===== src/rtl/i2c_reg_pkg.sv =====
package i2c_reg_pkg;

  localparam int BYTE_W    = 8;
  localparam int BIT_IDX_W = $clog2(BYTE_W);
  localparam int SEG_IDX_W = 4;
  localparam int STEP_W    = 2;

  typedef enum logic [2:0] {
    SEG_START,
    SEG_TX,
    SEG_ACK,
    SEG_RX,
    SEG_NACK,
    SEG_STOP
  } seg_kind_e;

  typedef enum logic [1:0] {
    TXB_ADDR_WR,
    TXB_REG,
    TXB_DATA,
    TXB_ADDR_RD
  } txb_sel_e;

  typedef struct packed {
    seg_kind_e kind;
    txb_sel_e  sel;
    logic      last;
  } seg_t;

  // segment program for one request
  function automatic seg_t seg_at(input logic rd, input logic [SEG_IDX_W-1:0] idx);
    seg_t s;
    s = seg_t'{kind: SEG_STOP, sel: TXB_ADDR_WR, last: 1'b1};
    case (idx)
      4'd0: s = seg_t'{kind: SEG_START, sel: TXB_ADDR_WR, last: 1'b0};
      4'd1: s = seg_t'{kind: SEG_TX,    sel: TXB_ADDR_WR, last: 1'b0};
      4'd2: s = seg_t'{kind: SEG_ACK,   sel: TXB_ADDR_WR, last: 1'b0};
      4'd3: s = seg_t'{kind: SEG_TX,    sel: TXB_REG,     last: 1'b0};
      4'd4: s = seg_t'{kind: SEG_ACK,   sel: TXB_REG,     last: 1'b0};
      default: begin
        if (rd) begin
          case (idx)
            4'd5:  s = seg_t'{kind: SEG_STOP,  sel: TXB_REG,     last: 1'b0};
            4'd6:  s = seg_t'{kind: SEG_START, sel: TXB_ADDR_RD, last: 1'b0};
            4'd7:  s = seg_t'{kind: SEG_TX,    sel: TXB_ADDR_RD, last: 1'b0};
            4'd8:  s = seg_t'{kind: SEG_ACK,   sel: TXB_ADDR_RD, last: 1'b0};
            4'd9:  s = seg_t'{kind: SEG_RX,    sel: TXB_ADDR_RD, last: 1'b0};
            4'd10: s = seg_t'{kind: SEG_NACK,  sel: TXB_ADDR_RD, last: 1'b0};
            default: s = seg_t'{kind: SEG_STOP, sel: TXB_ADDR_RD, last: 1'b1};
          endcase
        end else begin
          case (idx)
            4'd5:  s = seg_t'{kind: SEG_TX,   sel: TXB_DATA, last: 1'b0};
            4'd6:  s = seg_t'{kind: SEG_ACK,  sel: TXB_DATA, last: 1'b0};
            default: s = seg_t'{kind: SEG_STOP, sel: TXB_DATA, last: 1'b1};
          endcase
        end
      end
    endcase
    return s;
  endfunction

  function automatic logic [STEP_W-1:0] step_last(input seg_kind_e k);
    case (k)
      SEG_START, SEG_RX, SEG_NACK: return 2'd1;
      default:                     return 2'd2;
    endcase
  endfunction

endpackage


===== src/rtl/i2c_step_timer.sv =====
module i2c_step_timer #(
  parameter int STEP_CYCLES = 500
) (
  input  logic clk_i,
  input  logic rst_ni,
  input  logic run_i,
  output logic tick_o
);
  localparam int CNT_W = (STEP_CYCLES > 1) ? $clog2(STEP_CYCLES) : 1;
  localparam logic [CNT_W-1:0] CNT_LAST = CNT_W'(STEP_CYCLES - 1);

  logic [CNT_W-1:0] cnt_q;

  always_ff @(posedge clk_i or negedge rst_ni) begin
    if (!rst_ni)               cnt_q <= '0;
    else if (!run_i)           cnt_q <= '0;
    else if (cnt_q == CNT_LAST) cnt_q <= '0;
    else                       cnt_q <= cnt_q + 1'b1;
  end

  assign tick_o = run_i && (cnt_q == CNT_LAST);
endmodule


===== src/rtl/i2c_sda_sync.sv =====
module i2c_sda_sync #(
  parameter int STAGES = 2
) (
  input  logic clk_i,
  input  logic rst_ni,
  input  logic sda_i,
  output logic sda_o
);
  logic [STAGES:0] chain;
  assign chain[0] = sda_i;

  for (genvar g = 0; g < STAGES; g++) begin : g_stage
    always_ff @(posedge clk_i or negedge rst_ni) begin
      if (!rst_ni) chain[g+1] <= 1'b1;
      else         chain[g+1] <= chain[g];
    end
  end

  assign sda_o = chain[STAGES];
endmodule


===== src/rtl/i2c_seq.sv =====
module i2c_seq
  import i2c_reg_pkg::*;
(
  input  logic                 clk_i,
  input  logic                 rst_ni,
  input  logic                 start_i,
  input  logic                 is_rd_i,
  input  logic                 tick_i,
  output logic                 busy_o,
  output logic                 done_o,
  output seg_kind_e            kind_o,
  output txb_sel_e             sel_o,
  output logic [STEP_W-1:0]    step_o,
  output logic [BIT_IDX_W-1:0] bit_o,
  output logic                 sample_ack_o,
  output logic                 sample_rx_o
);
  localparam logic [BIT_IDX_W-1:0] BIT_LAST = BIT_IDX_W'(BYTE_W - 1);

  logic                 busy_q, done_q;
  logic [SEG_IDX_W-1:0] seg_q;
  logic [STEP_W-1:0]    step_q;
  logic [BIT_IDX_W-1:0] bit_q;
  seg_t                 cur;
  logic                 byte_seg, step_end, seg_end;

  assign cur      = seg_at(is_rd_i, seg_q);
  assign byte_seg = (cur.kind == SEG_TX) || (cur.kind == SEG_RX);
  assign step_end = tick_i && (step_q == step_last(cur.kind));
  assign seg_end  = step_end && (!byte_seg || (bit_q == BIT_LAST));

  always_ff @(posedge clk_i or negedge rst_ni) begin
    if (!rst_ni) begin
      busy_q <= 1'b0;
      done_q <= 1'b0;
      seg_q  <= '0;
      step_q <= '0;
      bit_q  <= '0;
    end else begin
      done_q <= 1'b0;
      if (!busy_q) begin
        if (start_i) begin
          busy_q <= 1'b1;
          seg_q  <= '0;
          step_q <= '0;
          bit_q  <= '0;
        end
      end else if (tick_i) begin
        if (!step_end) begin
          step_q <= step_q + 1'b1;
        end else begin
          step_q <= '0;
          if (!seg_end) begin
            bit_q <= bit_q + 1'b1;
          end else begin
            bit_q <= '0;
            if (cur.last) begin
              busy_q <= 1'b0;
              done_q <= 1'b1;
            end else begin
              seg_q <= seg_q + 1'b1;
            end
          end
        end
      end
    end
  end

  assign busy_o       = busy_q;
  assign done_o       = done_q;
  assign kind_o       = cur.kind;
  assign sel_o        = cur.sel;
  assign step_o       = step_q;
  assign bit_o        = bit_q;
  // sample at the last cycle of the SCL-high step
  assign sample_ack_o = busy_q && tick_i && (cur.kind == SEG_ACK) && (step_q == 2'd1);
  assign sample_rx_o  = busy_q && tick_i && (cur.kind == SEG_RX)  && (step_q == 2'd0);
endmodule


===== src/rtl/i2c_byte_path.sv =====
module i2c_byte_path
  import i2c_reg_pkg::*;
(
  input  logic                 clk_i,
  input  logic                 rst_ni,
  input  logic                 load_i,
  input  logic [BYTE_W-1:0]    dev_addr_i,
  input  logic [BYTE_W-1:0]    reg_addr_i,
  input  logic [BYTE_W-1:0]    wdata_i,
  input  txb_sel_e             sel_i,
  input  logic [BIT_IDX_W-1:0] bit_i,
  input  logic                 sample_ack_i,
  input  logic                 sample_rx_i,
  input  logic                 sda_i,
  output logic                 tx_bit_o,
  output logic [BYTE_W-1:0]    rdata_o,
  output logic                 err_o
);
  logic [BYTE_W-2:0] dev_q;
  logic [BYTE_W-1:0] reg_q, wdata_q, rx_q, tx_byte;
  logic              err_q;

  always_ff @(posedge clk_i or negedge rst_ni) begin
    if (!rst_ni) begin
      dev_q   <= '0;
      reg_q   <= '0;
      wdata_q <= '0;
    end else if (load_i) begin
      dev_q   <= dev_addr_i[BYTE_W-1:1];
      reg_q   <= reg_addr_i;
      wdata_q <= wdata_i;
    end
  end

  always_comb begin
    case (sel_i)
      TXB_ADDR_WR: tx_byte = {dev_q, 1'b0};
      TXB_ADDR_RD: tx_byte = {dev_q, 1'b1};
      TXB_REG:     tx_byte = reg_q;
      default:     tx_byte = wdata_q;
    endcase
  end

  // MSB first
  assign tx_bit_o = tx_byte[BIT_IDX_W'(BYTE_W - 1) - bit_i];

  always_ff @(posedge clk_i or negedge rst_ni) begin
    if (!rst_ni) begin
      rx_q  <= '0;
      err_q <= 1'b0;
    end else if (load_i) begin
      rx_q  <= '0;
      err_q <= 1'b0;
    end else begin
      if (sample_rx_i)          rx_q  <= {rx_q[BYTE_W-2:0], sda_i};
      if (sample_ack_i && sda_i) err_q <= 1'b1;
    end
  end

  assign rdata_o = rx_q;
  assign err_o   = err_q;
endmodule


===== src/rtl/i2c_reg_master.sv =====
module i2c_reg_master
  import i2c_reg_pkg::*;
#(
  parameter int STEP_CYCLES = 500,
  parameter int SYNC_STAGES = 2
) (
  input  logic       clk_i,
  input  logic       rst_ni,
  input  logic       req_i,
  input  logic       cmd_read_i,
  input  logic [7:0] dev_addr_i,
  input  logic [7:0] reg_addr_i,
  input  logic [7:0] wdata_i,
  output logic       busy_o,
  output logic       done_o,
  output logic       err_o,
  output logic [7:0] rdata_o,
  output logic       scl_o,
  output logic       sda_o,
  output logic       sda_oe_o,
  input  logic       sda_i
);
  logic                 busy_w, done_w, tick_w, accept_w, is_rd_q;
  logic                 tx_bit_w, sample_ack_w, sample_rx_w, sda_s_w;
  seg_kind_e            kind_w;
  txb_sel_e             sel_w;
  logic [STEP_W-1:0]    step_w;
  logic [BIT_IDX_W-1:0] bit_w;
  logic                 scl_n, sda_n, scl_q, sda_q;

  assign accept_w = req_i && !busy_w;

  always_ff @(posedge clk_i or negedge rst_ni) begin
    if (!rst_ni)       is_rd_q <= 1'b0;
    else if (accept_w) is_rd_q <= cmd_read_i;
  end

  i2c_step_timer #(.STEP_CYCLES(STEP_CYCLES)) u_timer (
    .clk_i (clk_i),
    .rst_ni(rst_ni),
    .run_i (busy_w),
    .tick_o(tick_w)
  );

  i2c_sda_sync #(.STAGES(SYNC_STAGES)) u_sync (
    .clk_i (clk_i),
    .rst_ni(rst_ni),
    .sda_i (sda_i),
    .sda_o (sda_s_w)
  );

  i2c_seq u_seq (
    .clk_i       (clk_i),
    .rst_ni      (rst_ni),
    .start_i     (accept_w),
    .is_rd_i     (is_rd_q),
    .tick_i      (tick_w),
    .busy_o      (busy_w),
    .done_o      (done_w),
    .kind_o      (kind_w),
    .sel_o       (sel_w),
    .step_o      (step_w),
    .bit_o       (bit_w),
    .sample_ack_o(sample_ack_w),
    .sample_rx_o (sample_rx_w)
  );

  i2c_byte_path u_path (
    .clk_i       (clk_i),
    .rst_ni      (rst_ni),
    .load_i      (accept_w),
    .dev_addr_i  (dev_addr_i),
    .reg_addr_i  (reg_addr_i),
    .wdata_i     (wdata_i),
    .sel_i       (sel_w),
    .bit_i       (bit_w),
    .sample_ack_i(sample_ack_w),
    .sample_rx_i (sample_rx_w),
    .sda_i       (sda_s_w),
    .tx_bit_o    (tx_bit_w),
    .rdata_o     (rdata_o),
    .err_o       (err_o)
  );

  // step -> line levels
  always_comb begin
    scl_n = 1'b1;
    sda_n = 1'b1;
    if (busy_w) begin
      case (kind_w)
        SEG_START: begin scl_n = (step_w == 2'd0); sda_n = 1'b0;             end
        SEG_TX:    begin scl_n = (step_w == 2'd1); sda_n = tx_bit_w;         end
        SEG_ACK:   begin scl_n = (step_w == 2'd1); sda_n = 1'b1;             end
        SEG_RX:    begin scl_n = (step_w == 2'd0); sda_n = 1'b1;             end
        SEG_NACK:  begin scl_n = (step_w == 2'd0); sda_n = 1'b1;             end
        default:   begin scl_n = (step_w != 2'd0); sda_n = (step_w == 2'd2); end
      endcase
    end
  end

  // registered lines: glitch-free pins
  always_ff @(posedge clk_i or negedge rst_ni) begin
    if (!rst_ni) begin
      scl_q <= 1'b1;
      sda_q <= 1'b1;
    end else begin
      scl_q <= scl_n;
      sda_q <= sda_n;
    end
  end

  assign scl_o    = scl_q;
  assign sda_o    = sda_q;
  assign sda_oe_o = busy_w;
  assign busy_o   = busy_w;
  assign done_o   = done_w;
endmodule


===== config.mk =====
export PLATFORM = sky130hd
export DESIGN_NAME = i2c_reg_master
export DESIGN_NICKNAME = d
export VERILOG_FILES = /design/src/rtl/i2c_reg_pkg.sv /design/src/rtl/i2c_step_timer.sv /design/src/rtl/i2c_sda_sync.sv /design/src/rtl/i2c_seq.sv /design/src/rtl/i2c_byte_path.sv /design/src/rtl/i2c_reg_master.sv
export SDC_FILE = /design/constraint.sdc
export NUM_CORES = 1
export LEC_CHECK = 0
export ABC_AREA = 0
export BUFFER_PORTS_ARGS = -buffer_cell sky130_fd_sc_hd__buf_4
export CAP_MARGIN = 15
export CORE_AREA = 10 10 95 97
export DETAILED_ROUTE_END_ITERATION = 12
export DIE_AREA = 0 0 105 107
export PLACE_DENSITY = 0.65
export SLEW_MARGIN = 30
export SYNTH_ARGS = -nofsm -noshare
export SYNTH_HDL_FRONTEND = slang
export SYNTH_SLANG_ARGS = --single-unit
export TNS_END_PERCENT = 30

===== constraint.sdc =====
create_clock -name clk_i -period 4.7 [get_ports clk_i]
set_input_delay 0.47 -clock clk_i [delete_from_list [all_inputs] [get_ports clk_i]]
set_output_delay 0.47 -clock clk_i [all_outputs]
set_load 0.05 [all_outputs]

Word-level counts from Yosys, hierarchy flattened:

Cells that the tools add are included.

* register bits: 57
* bits of input ports: 29
* output and inout port bits: 14
* logic and storage cells: 119

* $add $sub $neg: 5
* $lt $le $gt $ge: 1
* equality and inequality tests: 25
* mux-type cells: 44
* reduce and logical (&&, ||, !) cells: 28

Operators by type and width (number)
* case mux 6 bit (6 select lines): 1
* case mux 6 bit (5 select lines): 1
* two-way mux 4 bit: 6
* case mux 8 bit (3 select lines): 1
* two-way mux 9 bit: 2
* equality test 4 x 3 -> 1 bit (second input constant): 4
* two-way mux 1 bit: 16
* two-way mux 8 bit: 2
* two-way mux 3 bit: 5
* equality test 4 bit (second input constant): 3
* case mux 6 bit (2 select lines): 1
* logical AND 1 bit: 10
* two-way mux 2 bit: 5
* adder 9 x 1 -> 9 bit (second input constant): 1
* equality test 9 bit (second input constant): 1
* equality test 4 x 2 -> 1 bit (second input constant): 2
* nonzero test 2 bit: 4
* equality test 3 x 2 -> 1 bit (second input constant): 2
* equality test 3 bit (second input constant): 2
* two-way mux 6 bit: 1
* inequality test 2 bit (second input constant): 3
* OR reduction 3 bit: 2
* AND reduction 5 bit: 1
* adder 4 x 1 -> 4 bit (second input constant): 1
* 21 further kinds: 26

Logic depth before layout (Yosys ltp):

Gate-level depths: netlist of the first run.

* depth after elaboration: 14
* depth in mapped cells: 11
* mapped depth without buffers: 9

By module:

A second synthesis of the first run with hierarchy kept.

* cells, all modules: 310
* area total of the unflattened synthesis: 3285.7 µm²

By module, submodules not included
* i2c_byte_path: times used 1, cells each 114, area an instance 1497.7 µm², seq. area each 800.8 µm²
* i2c_seq: times used 1, cells each 124, area an instance 1056.0 µm², seq. area each 275.3 µm²
* i2c_step_timer: times used 1, cells each 50, area an instance 490.5 µm², seq. area each 225.2 µm²
* i2c_reg_master: times used 1, cells each 20, area an instance 188.9 µm², seq. area each 77.6 µm²
* i2c_sda_sync: times used 1, cells each 2, area an instance 52.6 µm², seq. area each 52.6 µm²

Least setup slack after synthesis of the first run:

No wires, ideal clock.

* kind: register -> register
* start: register u_seq.seg_q[0]
* end: register sda_q (netlist: sda_o)
* setup time: 82 ps
* data arrival time: 2545 ps
* data required time: 4618 ps
* path slack: 2074 ps
* cell stages (with the launch flop): 10
* path buffers: 0
* clock period less this slack: 2626 ps
* cells stage by stage: dfrtp_1 > inv_1 > ha_1 > nor4_2 > nor3_4 > o221ai_2 > mux4_2 > o31ai_1 > nor2_1 > o31a_1

* cells in the longest elaborated chain, start to end: 10
* elaborated cells on any way between the ends: 29
* those cells by class: 16 x eq/ne; 9 x mux; 4 x reduce/logical

Ends and longest elaborated chain
* from (decl): line i2c_seq.sv:21 `logic [SEG_IDX_W-1:0] seg_q;`
* from (signal assigned): line i2c_seq.sv:61 `seg_q <= seg_q + 1'b1;`
* equality test 4 bit (tied with other cells): line i2c_reg_pkg.sv:42 `case (idx)`
* case mux 6 bit (6 select lines): line i2c_reg_pkg.sv:42
* two-way mux 6 bit: line i2c_reg_pkg.sv:41 `if (rd) begin`
* case mux 6 bit (5 select lines) (*): line i2c_reg_pkg.sv:34 `case (idx)`
* equality test 2 x 1 -> 1 bit (tied with other cells): line i2c_byte_path.sv:36 `case (sel_i)`
* case mux 8 bit (3 select lines): line i2c_byte_path.sv:36
* binary-select mux 1 bit (select 3 bit): line i2c_byte_path.sv:45 `assign tx_bit_o = tx_byte[BIT_IDX_W'(BYTE_W - 1) - bit_i];`
* two-way mux 1 bit (not written as such): line i2c_byte_path.sv:45
* case mux 1 bit (3 select lines) (*): line i2c_reg_master.sv:90 `case (kind_w)`
* two-way mux 1 bit (*): line i2c_reg_master.sv:89 `if (busy_w) begin`
* net sda_n: line i2c_reg_master.sv:29 `logic scl_n, sda_n, scl_q, sda_q;`
* to (signal assigned): line i2c_reg_master.sv:108 `sda_q <= sda_n;`
* to (decl): line i2c_reg_master.sv:29

Mark *: on every way through the listed nets, which the timed path passes. The rest lies on a longest branch. The select of a mux whose other input is x is not followed.
A chain may end at the register's enable or synchronous reset.

Worst setup path after layout of the first run:

* start: register u_seq.seg_q[0]
* end: register u_path.rx_q[0] (netlist: u_path.rdata_o[0])

* cells in the longest elaborated chain, start to end: 8
* elaborated cells on any way between the ends: 19
* those cells by class: 11 x eq/ne; 4 x mux; 4 x reduce/logical

Ends and longest elaborated chain
* equality test 4 bit (tied with other cells): line i2c_reg_pkg.sv:42
* case mux 6 bit (6 select lines) or case mux 6 bit (2 select lines) (tied branches): line i2c_reg_pkg.sv:42, i2c_reg_pkg.sv:52
* two-way mux 6 bit: line i2c_reg_pkg.sv:41
* case mux 6 bit (5 select lines) (*): line i2c_reg_pkg.sv:34
* equality test 3 x 2 -> 1 bit (*): line i2c_seq.sv:77 `assign sample_rx_o = busy_q && tick_i && (cur.kind == SEG_RX) && (step_q == 2'd0);`
* logical AND 1 bit (*) (2 in a row): line i2c_seq.sv:77
* nonzero test 2 bit (no line) (*)
* to (signal assigned): line i2c_byte_path.sv:55 `if (sample_rx_i) rx_q <= {rx_q[BYTE_W-2:0], sda_i};`
* to (decl): line i2c_byte_path.sv:20 `logic [BYTE_W-1:0] reg_q, wdata_q, rx_q, tx_byte;`

Every way passes the cells marked *; elsewhere a longest branch is shown, timed or not.

==> flow_summary.yaml, run 1 <==
floorplan:
  rows: 31
  start_util_pct: 43.62
  dieArea_mm2: 0.01124
  io_pins: 43
  core_mm2: 0.007137
  die_w_um: 105
  die_y_um: 107
yosys:
  synth_seq_cells: 57
  syn-cell-area_mm2: 0.003113
  async_reset_ff_share_pct: 100.0
  synth_edf_count: 0
  ys_seq_area_share_pct: 45.98
  synthFlopType: "dfrtp_1"
  synth_top_area_share_pct: 42.60
  synth_cells: 337
  yosysTopAreaCell: "dfrtp_1"
  syn_nets: 377
  synth.avg_cell_area_um2: 9.237
  yosys-top-cells-area: "dfrtp_1 (43%), nand2_1 (12%), ha_1 (4.4%)"
  ys_types: 58
  ys_warn_count: 0
clock_tree:
  hold_buffers: 0
  cts_inserted_buffers: 9
  cts_resized: 0
  cts_setup_buffers: 0
  htree_levels: 3
  clk_pin_slew_ns: 0.07
  cts_tree: "done"
  cts_sinks: 57
  cts_buffer_depth: 2
  clockRootBuffer: "clkbuf_8"
  clk_latency_ns: 0.34
run_status:
  status: "finished clean"
final_layout:
  layout.cells.most_common: "nand2_1"
  syn_to_final_growth_pct: 17.93
  drive_gt1_share_pct: 21.37
  layout.nets: 414
  antennaDiodeCount: 0
  final_cell_mix: "nand2_1 (99), dfrtp_1 (53), buf_4 (42)"
timing:
  setup_viol: 0
  tns_ns: 0
  drv_slew: 0
  worst_slack_ns: 1.693
  finClkSkew_ns: 0.009011
  slew_headroom_pct: 46.07
  max_freq_ghz: 0.3325
  tightest_slew_ns: 0.8041
  fin_crit_sh_pct: 63.98
  rsz0062_at_grt: "false"
  fin_crit_ns: 3.007
  hold_violations: 0
global_route:
  grt_pass1_vias: 2469
  overflow: 0
  antenna_found_initial: 0
  grt_max_degree: 58
  grt_pass1_wl_mm: 11.27
  track_usage_pct: 11.97
setup_path:
  required_ns: 4.91
  cp.arrival_ns: 3.22
  worstSetupPathType: "flop to flop"
  start_kind: "flop"
  critPathCaptureType: "flop"
  worstPathMaxFanout: 15
pwr:
  peakVddDrop_mv: 0.1620
  p_leak_nw: 1.737
  powerDensity_mw_per_mm2: 349.1
route:
  firstDrtPassIters: 4
  dr.first_iter.drc_count: 55
  ant_nets: 0
  num_vias: 2412
  wl_per_cell_um: 13.42
  route.detailed.drc: 0
  postRouteWirelength_mm: 6.416
  viasPerCell: 5.046
hold_path:
  hold_class: "input port to asynchronous set/reset pin"
place:
  io_buffer_count: 41
  dpl_worst_slack_ns: 1.663
  dpl.hpwl_mm: 4.606
  place_congestion: 0.8360
flow_run:
  maxCapViolCount: 0
==> Yosys cell counts, drive strengths merged (2+ instances only) <==
cell type / instances
nand2: 99
dfrtp: 53
nor2: 22
o21ai: 21
nor3: 13
ha: 11
clkbuf: 10
inv: 10
nand3: 7
nand4: 7
buf: 6
nand2b: 6
xnor2: 6
dfstp: 4
mux2i: 4
mux4: 4
nand3b: 4
nor2b: 4
a211oi: 3
a21oi: 3
and2: 3
and3: 3
a211o: 2
a21boi: 2
a21o: 2
and4: 2
o22a: 2
o22ai: 2
o311a: 2
==> where the power goes <==
part / total [mW] / internal [mW] / switching, mW
Sequential: 0.623 / 0.563 / 0.0594
Clock: 0.410 / 0.205 / 0.205
Combinational: 0.249 / 0.114 / 0.135
Total: 1.28 / 0.882 / 0.400
==> cell type report <==
cell class              instances  area, um^2
clock inverters                 6       43.79
repair buffers                 42       315.3
flip-flops and latches         57        1431
inverters                      10       37.54
well taps                      99       123.9
fillers                       688        3466
multi-input cells             254        1582
clock buffers                  10       137.6
==> critical path, cell delays in order (launching register included) <==
cell,delay (ns)
dfrtp_1,0.45
inv_1,0.11
ha_1,0.32
nor3_2,0.29
o32ai_2,0.16
a211oi_1,0.69
and3_1,0.57
mux2i_1,0.23
nor2_1,0.05
==> sequential cells by signal, summed over array words and instances, names as in the netlist <==
name            cells
sda_o               1
u_seq.step_o        2
u_seq.bit_o         3
u_path.dev_q        7
u_seq.busy_o        1
u_path.wdata_q      8
u_path.reg_q        8
is_rd_q             1
u_path.err_o        1
u_seq.done_o        1
u_sync.sda_o        1
u_seq.seg_q         4
u_path.rdata_o      8
u_sync.chain        1
scl_o               1
u_timer.cnt_q       9
==> worst paths after layout <==
kind                                            start                             to  cells past startpoint  slack, ns
max                        u_seq.seg_q[0]$_DFFE_PN0P_  u_path.rdata_o[0]$_DFFE_PN0P_                      8       1.69
min                                            rst_ni     u_timer.cnt_q[6]$_DFF_PN0_                      1       0.17
max reg2reg                u_seq.seg_q[0]$_DFFE_PN0P_  u_path.rdata_o[0]$_DFFE_PN0P_                      8       1.69
min reg2reg                 u_sync.chain[1]$_DFF_PN1_         u_sync.sda_o$_DFF_PN1_                      0       0.35
max in group asynchronous                      rst_ni     u_seq.seg_q[3]$_DFFE_PN0P_                      1       4.06
min in group clk_i                              sda_i      u_sync.chain[1]$_DFF_PN1_                      1       0.23
==> metrics by stage <==
stage,area (um^2),power [mW],hold slack [ns],cells,util (%)
after floorplan,3113,0.8033,0.1744,337,-
after global placement,3485,0.8767,0.3465,462,48.83
after detailed placement,3485,0.8823,0.3503,462,48.83
after CTS,3666,1.300,0.2004,478,51.37
after global routing,3671,1.362,0.2143,478,51.44
final,3671,1.282,0.1739,478,51.44
==> cell families after synthesis <==
| logic type | count (synthesis) | share of synthesized area (%) |
|---|---|---|
| buffers and inverters | 26 | 3.457 |
| DFF | 57 | 45.98 |
| xor gates and xnor gates | 7 | 1.969 |
| and+or+nand+nor | 176 | 27.65 |
| AOI/OAI and AO/OA | 51 | 11.86 |
| adders and majority gates | 11 | 4.421 |
| muxes | 9 | 4.662 |
==> routing by layer <==
layer | vias up | part of all wire [%] | GRT usage (%)
li1 | 1236 | - | -
met1 | 1132 | 47 | 14.68
met2 | 34 | 48 | 19.23
met3 | 10 | 3.6 | 3.473
met4 | 0 | 1.6 | 5.294
met5 | - | 0 | 0
No activity file was read; power rests on OpenSTA's default activity.
==> run 2: changes to the inputs <==
--- a/config.mk
+++ b/config.mk
@@ -11,7 +11,7 @@
 export CORE_AREA = 10 10 95 97
 export DETAILED_ROUTE_END_ITERATION = 12
 export DIE_AREA = 0 0 105 107
-export PLACE_DENSITY = 0.65
+export PLACE_DENSITY = 0.68
 export SLEW_MARGIN = 30
 export SYNTH_ARGS = -nofsm -noshare
 export SYNTH_HDL_FRONTEND = slang
==> constraint.sdc (replaced) <==
create_clock -name clk_i -period 2.7 [get_ports clk_i]
set_input_delay 0.27 -clock clk_i [delete_from_list [all_inputs] [get_ports clk_i]]
set_output_delay 0.27 -clock clk_i [all_outputs]
set_load 0.05 [all_outputs]
==> run 2 against run 1 <==
  * The flow now finishes with violations (negative hold slack)
  * Sequential power grew 75%
  * Die area stayed put
  * Clock skew up 0.00052 ns
  * Design area is 12% higher
  * Via count grew 7.1%
  * Critical path depth rose by 3
  * Non-clock buffer count up 28
  * Largest cell class unchanged
  * Largest power group unchanged
==> flow_summary.yaml, run 2 (synthesized netlist as in run 1, its figures left out) <==
run_status:
  status: "complete, but fails checks"
  failed_checks: "negative hold slack"
route:
  dr.first_iter.drc_count: 157
  viasPerCell: 5.107
  firstDrtPassIters: 4
  route.detailed.drc: 0
  postRouteWirelength_mm: 7.367
  num_vias: 2584
  ant_nets: 0
  wl_per_cell_um: 14.56
global_route:
  grt_use_met3_pct: 3.114
  grt_pass1_vias: 2622
  grt_most_used_layer: "met2"
  grt_max_degree: 58
  antenna_found_initial: 0
  met2_usage_pct: 21.02
  track_usage_pct: 13.22
  overflow: 0
  met1_usage_pct: 16.71
  grt_pass1_wl_mm: 12.36
place:
  place_congestion: 0.8925
  dpl_cell_area_mm2: 0.003627
  dpl.hpwl_mm: 5.039
  io_buffer_count: 41
flow_run:
  maxCapViolCount: 0
setup_path:
  start_kind: "flop"
  critPathCaptureType: "flop"
  required_ns: 2.97
  worstSetupPathType: "flop to flop"
  cp.arrival_ns: 2.89
  worstPathMaxFanout: 6
final_layout:
  multiInputGateArea_mm2: 0.001740
  post-route-util_pct: 57.80
  top_register: "u_timer.cnt_q"
  final_cell_mix: "nand2_1 (98), buf_4 (65), dfrtp_1 (52)"
  nFillCells: 643
  layout.cells.most_common: "nand2_1"
  largest_register_ffs: 9
  antennaDiodeCount: 0
  finalInstanceArea_mm2: 0.004125
  syn_to_final_growth_pct: 32.52
  layout.nets: 442
  drive_gt1_share_pct: 30.96
  seqCellArea_mm2: 0.001433
clock_tree:
  cts_tree: "done"
  cts_buffer_depth: 2
  hold_buffers: 0
  clockRootBuffer: "clkbuf_8"
  cts_sinks: 57
  cts_inserted_buffers: 9
  clk_latency_ns: 0.34
  htree_levels: 3
  clk_pin_slew_ns: 0.07
pwr:
  p_leak_nw: 1.926
  peakVddDrop_mv: 0.2656
  power_mw: 2.590
  powerDensity_mw_per_mm2: 627.9
floorplan:
  io_pins: 43
  dieArea_mm2: 0.01124
  start_util_pct: 43.62
  core_mm2: 0.007137
  die_w_um: 105
  die_y_um: 107
  rows: 31
hold_path:
  hold_class: "input port to asynchronous set/reset pin"
timing:
  hold_violations: 32
  slew_headroom_pct: 50.28
  drv_slew: 0
  finClkSkew_ns: 0.009536
  fin_crit_sh_pct: 96.97
  setup_viol: 0
  tightest_slew_ns: 0.7459
  max_freq_ghz: 0.3819
  fin_hold_ws_ns: -0.03305
  fin_crit_ns: 2.618
## run 2: area by class of cell
| type | count | area share (%) |
|---|---|---|
| Multi-Input combinational cell | 254 | 42.19 |
| Sequential cell | 57 | 34.73 |
| Timing Repair Buffer | 70 | 13.19 |
| Clock buffer | 11 | 3.427 |
| Tap cell | 99 | 3.003 |
| Clock inverter | 5 | 2.487 |
| Inverter | 10 | 0.9706 |
## run 2: report_power, final
part / internal [mW] / switching (mW) / total, mW
Clock: 0.637 / 0.356 / 0.993
Combinational: 0.245 / 0.263 / 0.508
Sequential: 0.981 / 0.109 / 1.09
Total: 1.86 / 0.728 / 2.59
## run 2: critical path, stage by stage (launching register included)
cell and delay (ns):
dfrtp_2 0.45, buf_4 0.17, ha_4 0.18, buf_4 0.14
nor2_4 0.11, and4_4 0.26, o221ai_2 0.11, buf_6 0.16
mux4_2 0.44, o31ai_2 0.18, nor2_1 0.06, o31a_1 0.26
## run 2: worst paths after layout
path                                                  from                          to  slack [ns]  cells after the start
worst max-delay path            u_seq.seg_q[0]$_DFFE_PN0P_             sda_o$_DFF_PN1_        0.08                     11
worst min-delay path                                rst_ni  u_timer.cnt_q[6]$_DFF_PN0_       -0.03                      1
worst max register to register  u_seq.seg_q[0]$_DFFE_PN0P_             sda_o$_DFF_PN1_        0.08                     11
worst min register to register   u_sync.chain[1]$_DFF_PN1_      u_sync.sda_o$_DFF_PN1_        0.36                      0
max in group asynchronous                           rst_ni  u_seq.seg_q[0]$_DFFE_PN0P_        2.20                      1
min in group clk_i                                   sda_i   u_sync.chain[1]$_DFF_PN1_        0.03                      1
## run 2: stage by stage
step | cells | hold WS (ns) | setup TNS [ns] | setup WS (ns)
after floorplan | 337 | -0.02559 | 0 | 0.07365
after global placement | 481 | 0.3474 | 0 | 0.02190
after detailed placement | 481 | 0.3508 | -0.01573 | -0.01527
after CTS | 499 | 0.003799 | 0 | 0.01110
after global routing | 506 | 0.01876 | -0.03308 | -0.01639
final | 506 | -0.03305 | 0 | 0.08168
## run 2: layer usage
metal | vias to the layer above | wire length, um
met5 | - | 0
met4 | 0 | 111
met3 | 9 | 300
met2 | 58 | 3581
met1 | 1226 | 3374
li1 | 1291 | -
## run 2: repair_timing
action                     4_1_cts  5_1_grt
gates cloned                     0        0
buffers inserted                 2        7
pin swaps                        2       10
setup endpoints to repair        4       19
gates resized for setup         11       28
